--- config.mk ---
export PLATFORM = sky130hd
export DESIGN_NAME = flash_cmd_seq
export DESIGN_NICKNAME = d
export VERILOG_FILES = /design/src/rtl/fcsi_pkg.sv /design/src/rtl/fcsi_seq_decoder.sv /design/src/rtl/fcsi_engine.sv /design/src/rtl/fcsi_array.sv /design/src/rtl/flash_cmd_seq.sv
export SDC_FILE = /design/constraint.sdc
export NUM_CORES = 1
export LEC_CHECK = 0
export ABC_CLOCK_PERIOD_IN_PS = 7500
export BUFFER_PORTS_ARGS = -buffer_cell sky130_fd_sc_hd__buf_2
export CAP_MARGIN = 10
export CORE_MARGIN = 2
export CORE_UTILIZATION = 65
export CTS_CLUSTER_SIZE = 20
export DETAILED_ROUTE_END_ITERATION = 7
export GPL_TIMING_DRIVEN = 0
export MAX_ROUTING_LAYER = met4
export PLACE_DENSITY = 0.9
export SYNTH_ARGS = -nofsm -noshare
export SYNTH_HDL_FRONTEND = slang
export SYNTH_HIERARCHICAL = 1
export SYNTH_SLANG_ARGS = --single-unit
--- constraint.sdc ---
create_clock -name clk -period 7.5 [get_ports clk]
set_input_delay 1.5 -clock clk [delete_from_list [all_inputs] [get_ports clk]]
set_output_delay 1.5 -clock clk [all_outputs]
set_load 0.005 [all_outputs]
--- src/rtl/fcsi_pkg.sv ---
package fcsi_pkg;

  localparam int BUS_AW = 11;

  localparam logic [BUS_AW-1:0] UNLK_A = 11'h555;
  localparam logic [BUS_AW-1:0] UNLK_B = 11'h2AA;

  localparam logic [7:0] D_KEY1 = 8'hAA;
  localparam logic [7:0] D_KEY2 = 8'h55;
  localparam logic [7:0] D_PGM  = 8'hA0;
  localparam logic [7:0] D_ERS  = 8'h80;
  localparam logic [7:0] D_CHIP = 8'h10;
  localparam logic [7:0] D_SECT = 8'h30;
  localparam logic [7:0] D_RST  = 8'hF0;

  typedef enum logic [1:0] {OP_NONE, OP_PROG, OP_SECT, OP_CHIP} op_e;

  typedef enum logic [2:0] {
    SQ_IDLE, SQ_K1, SQ_K2, SQ_PDATA, SQ_E3, SQ_E4, SQ_E5
  } seq_e;

  typedef struct packed {
    op_e               kind;
    logic [BUS_AW-1:0] addr;
    logic [7:0]        data;
  } cmd_t;

  // Programming can only clear bits.
  function automatic logic [7:0] prog_merge(input logic [7:0] old_v, input logic [7:0] d);
    return old_v & d;
  endfunction

  // Status byte shown on reads while an operation is busy or failed.
  function automatic logic [7:0] status_byte(input op_e kind, input logic [7:0] d,
                                             input logic t6, input logic t2, input logic tmo);
    logic poll;
    logic et;
    poll = (kind == OP_PROG) ? ~d[7] : 1'b0;
    et   = (kind == OP_PROG) ? 1'b0 : t2;
    return {poll, t6, tmo, 2'b00, et, 2'b00};
  endfunction

  // One step of the unlock walk for positions that do not issue a command.
  function automatic seq_e seq_step(input seq_e s, input logic [BUS_AW-1:0] a,
                                    input logic [7:0] d);
    seq_e n;
    n = SQ_IDLE;
    if (d != D_RST) begin
      case (s)
        SQ_IDLE: if (a == UNLK_A && d == D_KEY1) n = SQ_K1;
        SQ_K1:   if (a == UNLK_B && d == D_KEY2) n = SQ_K2;
        SQ_K2: begin
          if (a == UNLK_A && d == D_PGM) n = SQ_PDATA;
          else if (a == UNLK_A && d == D_ERS) n = SQ_E3;
        end
        SQ_E3:   if (a == UNLK_A && d == D_KEY1) n = SQ_E4;
        SQ_E4:   if (a == UNLK_B && d == D_KEY2) n = SQ_E5;
        default: n = SQ_IDLE;
      endcase
    end
    return n;
  endfunction

endpackage

--- src/rtl/fcsi_seq_decoder.sv ---
module fcsi_seq_decoder
  import fcsi_pkg::*;
(
  input  logic              clk,
  input  logic              rst_n,
  input  logic              wr_en,
  input  logic              accept,
  input  logic [BUS_AW-1:0] addr,
  input  logic [7:0]        wdata,
  output logic              cmd_v,
  output cmd_t              cmd,
  output seq_e              seq_state
);

  seq_e state, nxt;
  logic issue;
  op_e  kind;

  always_comb begin
    nxt   = state;
    issue = 1'b0;
    kind  = OP_NONE;
    if (wr_en && accept) begin
      if (state == SQ_PDATA) begin
        issue = 1'b1;
        kind  = OP_PROG;
        nxt   = SQ_IDLE;
      end else if (state == SQ_E5 && addr == UNLK_A && wdata == D_CHIP) begin
        issue = 1'b1;
        kind  = OP_CHIP;
        nxt   = SQ_IDLE;
      end else if (state == SQ_E5 && wdata == D_SECT) begin
        issue = 1'b1;
        kind  = OP_SECT;
        nxt   = SQ_IDLE;
      end else begin
        nxt = seq_step(state, addr, wdata);
      end
    end
  end

  always_ff @(posedge clk or negedge rst_n) begin
    if (!rst_n) begin
      state <= SQ_IDLE;
      cmd_v <= 1'b0;
      cmd   <= '0;
    end else begin
      state <= nxt;
      cmd_v <= issue;
      if (issue) cmd <= '{kind: kind, addr: addr, data: wdata};
    end
  end

  assign seq_state = state;

endmodule

--- src/rtl/fcsi_engine.sv ---
module fcsi_engine
  import fcsi_pkg::*;
#(
  parameter int PROG_CYC  = 12,
  parameter int ERASE_CYC = 40,
  parameter int ARR_AW    = 6,
  parameter int SECT_W    = 2,
  parameter int TMO_W     = 16,
  localparam int NSECT    = 1 << SECT_W
) (
  input  logic              clk,
  input  logic              rst_n,
  input  logic              cmd_v,
  input  cmd_t              cmd,
  input  logic [NSECT-1:0]  prot_mask,
  input  logic [TMO_W-1:0]  tmo_limit,
  input  logic              wr_en,
  input  logic [7:0]        wdata,
  input  logic              rd_en,
  output logic              idle,
  output logic              op_start,
  output logic              op_done,
  output logic              op_fail,
  output logic              op_refuse,
  output logic              stat_sel,
  output logic [7:0]        status,
  output logic              apply,
  output op_e               apply_kind,
  output logic [ARR_AW-1:0] apply_addr,
  output logic [7:0]        apply_data,
  output logic [NSECT-1:0]  apply_mask
);

  typedef enum logic [1:0] {EN_IDLE, EN_BUSY, EN_FAIL} eng_e;

  localparam logic [TMO_W-1:0] PROG_LEN  = TMO_W'(PROG_CYC);
  localparam logic [TMO_W-1:0] ERASE_LEN = TMO_W'(ERASE_CYC);
  localparam logic [TMO_W-1:0] ONE       = {{(TMO_W-1){1'b0}}, 1'b1};

  eng_e              st;
  logic [TMO_W-1:0]  cnt, dur_q;
  op_e               kind_q;
  logic [ARR_AW-1:0] addr_q;
  logic [7:0]        data_q;
  logic [NSECT-1:0]  mask_q;
  logic              t6, t2, tmo_q;

  logic [SECT_W-1:0] cmd_sec;
  logic              blocked;
  logic [NSECT-1:0]  new_mask;
  logic              last_cyc, tmo_hit;
  logic [TMO_W:0]    cnt_p1;

  assign cmd_sec = cmd.addr[ARR_AW-1 -: SECT_W];

  always_comb begin
    case (cmd.kind)
      OP_CHIP: begin blocked = &prot_mask;         new_mask = ~prot_mask; end
      OP_SECT: begin blocked = prot_mask[cmd_sec]; new_mask = NSECT'(1) << cmd_sec; end
      OP_PROG: begin blocked = prot_mask[cmd_sec]; new_mask = '0; end
      default: begin blocked = 1'b1;               new_mask = '0; end
    endcase
  end

  assign idle      = (st == EN_IDLE);
  assign op_start  = cmd_v && idle && !blocked;
  assign op_refuse = cmd_v && idle && blocked;

  assign cnt_p1   = {1'b0, cnt} + {{TMO_W{1'b0}}, 1'b1};
  assign last_cyc = (cnt == dur_q - ONE);
  assign tmo_hit  = (tmo_limit != '0) && (cnt_p1 >= {1'b0, tmo_limit});
  assign op_done  = (st == EN_BUSY) && last_cyc;
  assign op_fail  = (st == EN_BUSY) && !last_cyc && tmo_hit;
  assign stat_sel = rd_en && !idle;

  always_ff @(posedge clk or negedge rst_n) begin
    if (!rst_n) begin
      st     <= EN_IDLE;
      cnt    <= '0;
      dur_q  <= '0;
      kind_q <= OP_NONE;
      addr_q <= '0;
      data_q <= '0;
      mask_q <= '0;
      t6     <= 1'b0;
      t2     <= 1'b0;
      tmo_q  <= 1'b0;
    end else begin
      case (st)
        EN_IDLE: begin
          if (op_start) begin
            st     <= EN_BUSY;
            cnt    <= '0;
            dur_q  <= (cmd.kind == OP_PROG) ? PROG_LEN : ERASE_LEN;
            kind_q <= cmd.kind;
            addr_q <= cmd.addr[ARR_AW-1:0];
            data_q <= cmd.data;
            mask_q <= new_mask;
            t6     <= 1'b0;
            t2     <= 1'b0;
            tmo_q  <= 1'b0;
          end
        end
        EN_BUSY: begin
          if (op_done) begin
            st <= EN_IDLE;
          end else if (op_fail) begin
            st    <= EN_FAIL;
            tmo_q <= 1'b1;
          end else begin
            cnt <= cnt_p1[TMO_W-1:0];
          end
        end
        EN_FAIL: begin
          if (wr_en && wdata == D_RST) begin
            st    <= EN_IDLE;
            tmo_q <= 1'b0;
          end
        end
        default: st <= EN_IDLE;
      endcase
      if (stat_sel) begin
        t6 <= ~t6;
        t2 <= ~t2;
      end
    end
  end

  assign status     = status_byte(kind_q, data_q, t6, t2, tmo_q);
  assign apply      = op_done;
  assign apply_kind = kind_q;
  assign apply_addr = addr_q;
  assign apply_data = data_q;
  assign apply_mask = mask_q;

endmodule

--- src/rtl/fcsi_array.sv ---
module fcsi_array
  import fcsi_pkg::*;
#(
  parameter int ARR_AW  = 6,
  parameter int SECT_W  = 2,
  localparam int NSECT  = 1 << SECT_W,
  localparam int OFF_W  = ARR_AW - SECT_W,
  localparam int SB     = 1 << OFF_W
) (
  input  logic              clk,
  input  logic              rst_n,
  input  logic              apply,
  input  op_e               kind,
  input  logic [ARR_AW-1:0] waddr,
  input  logic [7:0]        wdata,
  input  logic [NSECT-1:0]  ers_mask,
  input  logic [ARR_AW-1:0] raddr,
  output logic [7:0]        rbyte
);

  logic [7:0] bank_rd [NSECT];

  for (genvar s = 0; s < NSECT; s++) begin : g_sect
    logic [7:0] cells [SB];
    logic       pgm_hit, ers_hit;

    assign pgm_hit = apply && (kind == OP_PROG) &&
                     (waddr[ARR_AW-1 -: SECT_W] == SECT_W'(s));
    assign ers_hit = apply && (kind != OP_PROG) && ers_mask[s];

    always_ff @(posedge clk or negedge rst_n) begin
      if (!rst_n) begin
        for (int i = 0; i < SB; i++) cells[i] <= 8'hFF;
      end else if (ers_hit) begin
        for (int i = 0; i < SB; i++) cells[i] <= 8'hFF;
      end else if (pgm_hit) begin
        cells[waddr[OFF_W-1:0]] <= prog_merge(cells[waddr[OFF_W-1:0]], wdata);
      end
    end

    assign bank_rd[s] = cells[raddr[OFF_W-1:0]];
  end

  assign rbyte = bank_rd[raddr[ARR_AW-1 -: SECT_W]];

endmodule

--- src/rtl/flash_cmd_seq.sv ---
module flash_cmd_seq
  import fcsi_pkg::*;
#(
  parameter int PROG_CYC  = 12,
  parameter int ERASE_CYC = 40,
  parameter int ARR_AW    = 6,
  parameter int SECT_W    = 2,
  parameter int TMO_W     = 16,
  localparam int NSECT    = 1 << SECT_W
) (
  input  logic              clk,
  input  logic              rst_n,
  input  logic              wr_en,
  input  logic              rd_en,
  input  logic [10:0]       addr,
  input  logic [7:0]        wdata,
  input  logic [NSECT-1:0]  prot_mask,
  input  logic [TMO_W-1:0]  tmo_limit,
  output logic [7:0]        rdata,
  output logic              ready
);

  logic              cmd_v;
  cmd_t              cmd;
  seq_e              seq_state;
  logic              eng_idle, op_start, op_done, op_fail, op_refuse, stat_sel;
  logic [7:0]        status;
  logic              apply;
  op_e               apply_kind;
  logic [ARR_AW-1:0] apply_addr;
  logic [7:0]        apply_data;
  logic [NSECT-1:0]  apply_mask;
  logic [7:0]        arr_byte;
  logic              dec_accept;

  // No new unlock cycle while a command is in flight or an operation runs.
  assign dec_accept = eng_idle && !cmd_v;

  fcsi_seq_decoder u_dec (
    .clk       (clk),
    .rst_n     (rst_n),
    .wr_en     (wr_en),
    .accept    (dec_accept),
    .addr      (addr),
    .wdata     (wdata),
    .cmd_v     (cmd_v),
    .cmd       (cmd),
    .seq_state (seq_state)
  );

  fcsi_engine #(
    .PROG_CYC  (PROG_CYC),
    .ERASE_CYC (ERASE_CYC),
    .ARR_AW    (ARR_AW),
    .SECT_W    (SECT_W),
    .TMO_W     (TMO_W)
  ) u_eng (
    .clk        (clk),
    .rst_n      (rst_n),
    .cmd_v      (cmd_v),
    .cmd        (cmd),
    .prot_mask  (prot_mask),
    .tmo_limit  (tmo_limit),
    .wr_en      (wr_en),
    .wdata      (wdata),
    .rd_en      (rd_en),
    .idle       (eng_idle),
    .op_start   (op_start),
    .op_done    (op_done),
    .op_fail    (op_fail),
    .op_refuse  (op_refuse),
    .stat_sel   (stat_sel),
    .status     (status),
    .apply      (apply),
    .apply_kind (apply_kind),
    .apply_addr (apply_addr),
    .apply_data (apply_data),
    .apply_mask (apply_mask)
  );

  fcsi_array #(
    .ARR_AW (ARR_AW),
    .SECT_W (SECT_W)
  ) u_arr (
    .clk      (clk),
    .rst_n    (rst_n),
    .apply    (apply),
    .kind     (apply_kind),
    .waddr    (apply_addr),
    .wdata    (apply_data),
    .ers_mask (apply_mask),
    .raddr    (addr[ARR_AW-1:0]),
    .rbyte    (arr_byte)
  );

  always_ff @(posedge clk or negedge rst_n) begin
    if (!rst_n)     rdata <= 8'h00;
    else if (rd_en) rdata <= stat_sel ? status : arr_byte;
  end

  assign ready = eng_idle;

endmodule

==> summary.md <==
| Metric | Value |
|---|---|
| IR Drop Worst-Case VDD | `0.000196 V` |
| Drt drc | `0` |
| CP Data Required Time | `8.07 ns` |
| Final Hold Fails | `0` |
| GP Congestion | `1.06` |
| Largest stage delay on the critical path | `1.17 ns` |
| Die W | `between 200 and 250 um` |
| NumNets Final | `3,044` |
| Initial antenna violation count | `3` |
| WHS Endpoint | `u_eng/apply_data[6]$_DFFE_PN0P_` |
| Gr ovfl total | `0` |
| Reg2reg end | `u_arr/g_sect[3].cells[102]$_DFFE_PN1P_` |
| Clock buffer depth | `3` |
| First DRT Iteration DRCs | `4,715` |
| Worst Hold Launch | `u_dec/cmd[6]$_DFFE_PN0P_` |
| Synth Warn # | `6` |
| DP Wirelength | `89.5 mm` |
| CTS Hold Bufs | `0` |
| Final period utilization | `65.2%` |
| Avg WL per Cell | `33.7 um` |
| Fin Setup TNS | `0 ns` |
| Layout cells sized above 1 | `between 40 and 50%` |
| Worst R2R Start | `u_eng/dur_q[2]$_DFFE_PN0P_` |
| Startpoint class of the critical path | `flip-flop` |
| Leak Pwr | `approximately 14 nW` |
| CTS clk-pin slew, worst paths | `~0.07 ns` |
| Hold Crit Class | `flip-flop to flip-flop` |
| Chip Height | `228 um` |
| Slack of the critical path | `2.61 ns` |
| Largest net degree at the start of global routing | `119` |
| Setup crit end kind | `flip-flop` |
| Vias in the first global route | `28,000` |
| Post_cts resized | `0` |
| Final min period | `4.89 ns` |
| Layout Skew | `between 0.03 and 0.04 ns` |
| Worst slew pin tran | `1.45 ns` |
| Initial core utilization | `65.5%` |
| Die area | `52,100 um2` |
| Hold slack | `0.464 ns` |
| Root Buffer | `clkbuf_16` |
| CP cell instances | `inv_1 > ha_1 > ha_1 > or4_1 > nor4_1 > o2111ai_1 > nor3_1 > nand4_1 > nor4_2 > buf_2 > nor3_1 > a21oi_1` |
| CTS Sinks | `a little under 600` |
| Worst r2r path cells | `12` |
| Final setup fails | `0` |
| Core region area | `49,900 um2` |
| F_max | `0.204 GHz` |
| Critical Path Start | `u_eng/dur_q[2]$_DFFE_PN0P_` |
| Crit path buffers/inverters | `2` |
| Max-cap violations | `0` |
| P&R area growth vs syn | `10.2%` |
| Number of slew-limit violations in the final report | `0` |
| Power per standard cell area | `slightly below 200 nW/um2` |
| First-pass DRT Iterations | `6` |
| Mapped Cells | `about 2,900` |
| RSZ-0062 raised after global routing | `no` |
| Vias | `about 28,000` |
| R2R Setup Slk | `2.61 ns` |
| Status | `complete, no violations` |
| Post-CTS Setup Repair Bufs | `0` |
| Place WS | `2.49 ns` |
| Number of buffers added on ports | `between 50 and 60` |
| Hold Path Cell Cnt | `2` |
| Total Wirelength | `between 100 and 150 mm` |
| Antenna violation net count after detailed routing | `0` |
| Slew HR | `3.50%` |
| First-pass GRT wire length | `roughly 180 mm` |
| Global Route Usage Sum | `49.7%` |
| Mean Syn Cell Area | `11.4 um2` |
| Crit-path max FO | `10` |
| Setup CP Type | `flip-flop to flip-flop` |
| Synthesized cell area | `roughly 33,000 um2` |
| Critical path's slowest cell | `nor4_2` |
| Clock Latency Late Sink | `0.66 ns` |
| Crit path DAT | `5.47 ns` |
| H-tree levels | `2` |
| Num CTS Buffers | `60` |
| Vias per cell | `7.69` |
| Core Rows | `82` |
| Crit path max-delay family | `simple AND/OR/NAND/NOR gates` |
| Ports | `52` |
| CTS tree | `built` |
-- flip-flops by register name (all words and copies together) (netlist names) --
| signal | count |
|---|---|
| rdata | 8 |
| u_arr/g_sect.cells | 512 |
| u_dec/cmd | 16 |
| u_dec/cmd_v | 1 |
| u_dec/seq_state | 3 |
| u_eng/apply_addr | 6 |
| u_eng/apply_data | 8 |
| u_eng/apply_kind | 2 |
| u_eng/apply_mask | 4 |
| u_eng/cnt | 16 |
| u_eng/dur_q | 3 |
| u_eng/st | 2 |
| u_eng/t2 | 1 |
| u_eng/t6 | 1 |
| u_eng/tmo_q | 1 |
-- placed cells by master, fill, tap and decap left out, types with 22 or more instances in the layout --
master and instances:
clkbuf_1 105, nand2_1 104, a21oi_1 529, nand3_1 24
nor3_1 522, o21ai_4 22, nor2_2 44, buf_4 58
dfrtp_1 72, a22o_1 73, ha_1 23, mux2i_1 47
nor2_1 67, buf_2 153, inv_1 36, clkbuf_16 60
dfstp_2 512, mux4_2 248
-- worst reg2reg max path, delay by kind of cell, from the launching register on --
family,cells,cell delay (ns)
adder cells (fa/ha/maj),2,0.48
AND/OR/NAND/NOR,6,3.04
buffers and inverters,2,0.49
flip-flops,1,0.39
AO/OA/AOI/OAI,2,0.42
-- final cells by class --
class,count,area (um2)
Clock buffer,83,1670
Tap cell,672,841
Fill cell,3546,13900
Antenna cell,3,7.51
Buffer,274,1500
Timing Repair Buffer,57,408
Inverter,37,139
Clock inverter,29,392
Multi-Input combinational cell,1964,15800
Sequential cell,584,15300
-- layer usage --
layer  wire length (um)  global-route usage, %
met1              42300                   61.6
met2              52900                   68.9
met3              18800                   17.0
met4              11000                   34.5
met5                  0                      -
-- worst max-delay path by stage --
stage               cells past startpoint                                     end
floorplan                               8                u_eng/cnt[0]$_DFFE_PN0P_
global placement                        1          u_dec/seq_state[1]$_DFFE_PN0P_
detailed placement                      9                    rdata[6]$_DFFE_PN0P_
CTS                                    12  u_arr/g_sect[3].cells[102]$_DFFE_PN1P_
global route                           12  u_arr/g_sect[3].cells[102]$_DFFE_PN1P_
finish                                 12  u_arr/g_sect[3].cells[102]$_DFFE_PN1P_
-- through the flow --
stage / total power, mW / instance area [um2] / util, % / std cells
after global routing: 7.12 / 36000 / 72.2 / 3703
after global placement: 3.78 / 33800 / 67.7 / 3582
after CTS: 6.94 / 36000 / 72.1 / 3699
final: 6.94 / 36000 / 72.2 / 3703
after floorplan: 3.57 / 32700 / - / 2859
after detailed placement: 3.81 / 33900 / 68.0 / 3587
-- power by group --
part	leakage (nW)	internal [mW]	switching, mW
registers	6.23	3.20	0.0402
clock network	1.00	1.83	1.33
logic	6.53	0.194	0.353
total	13.8	5.23	1.72
(Power assumes the default switching activity.)
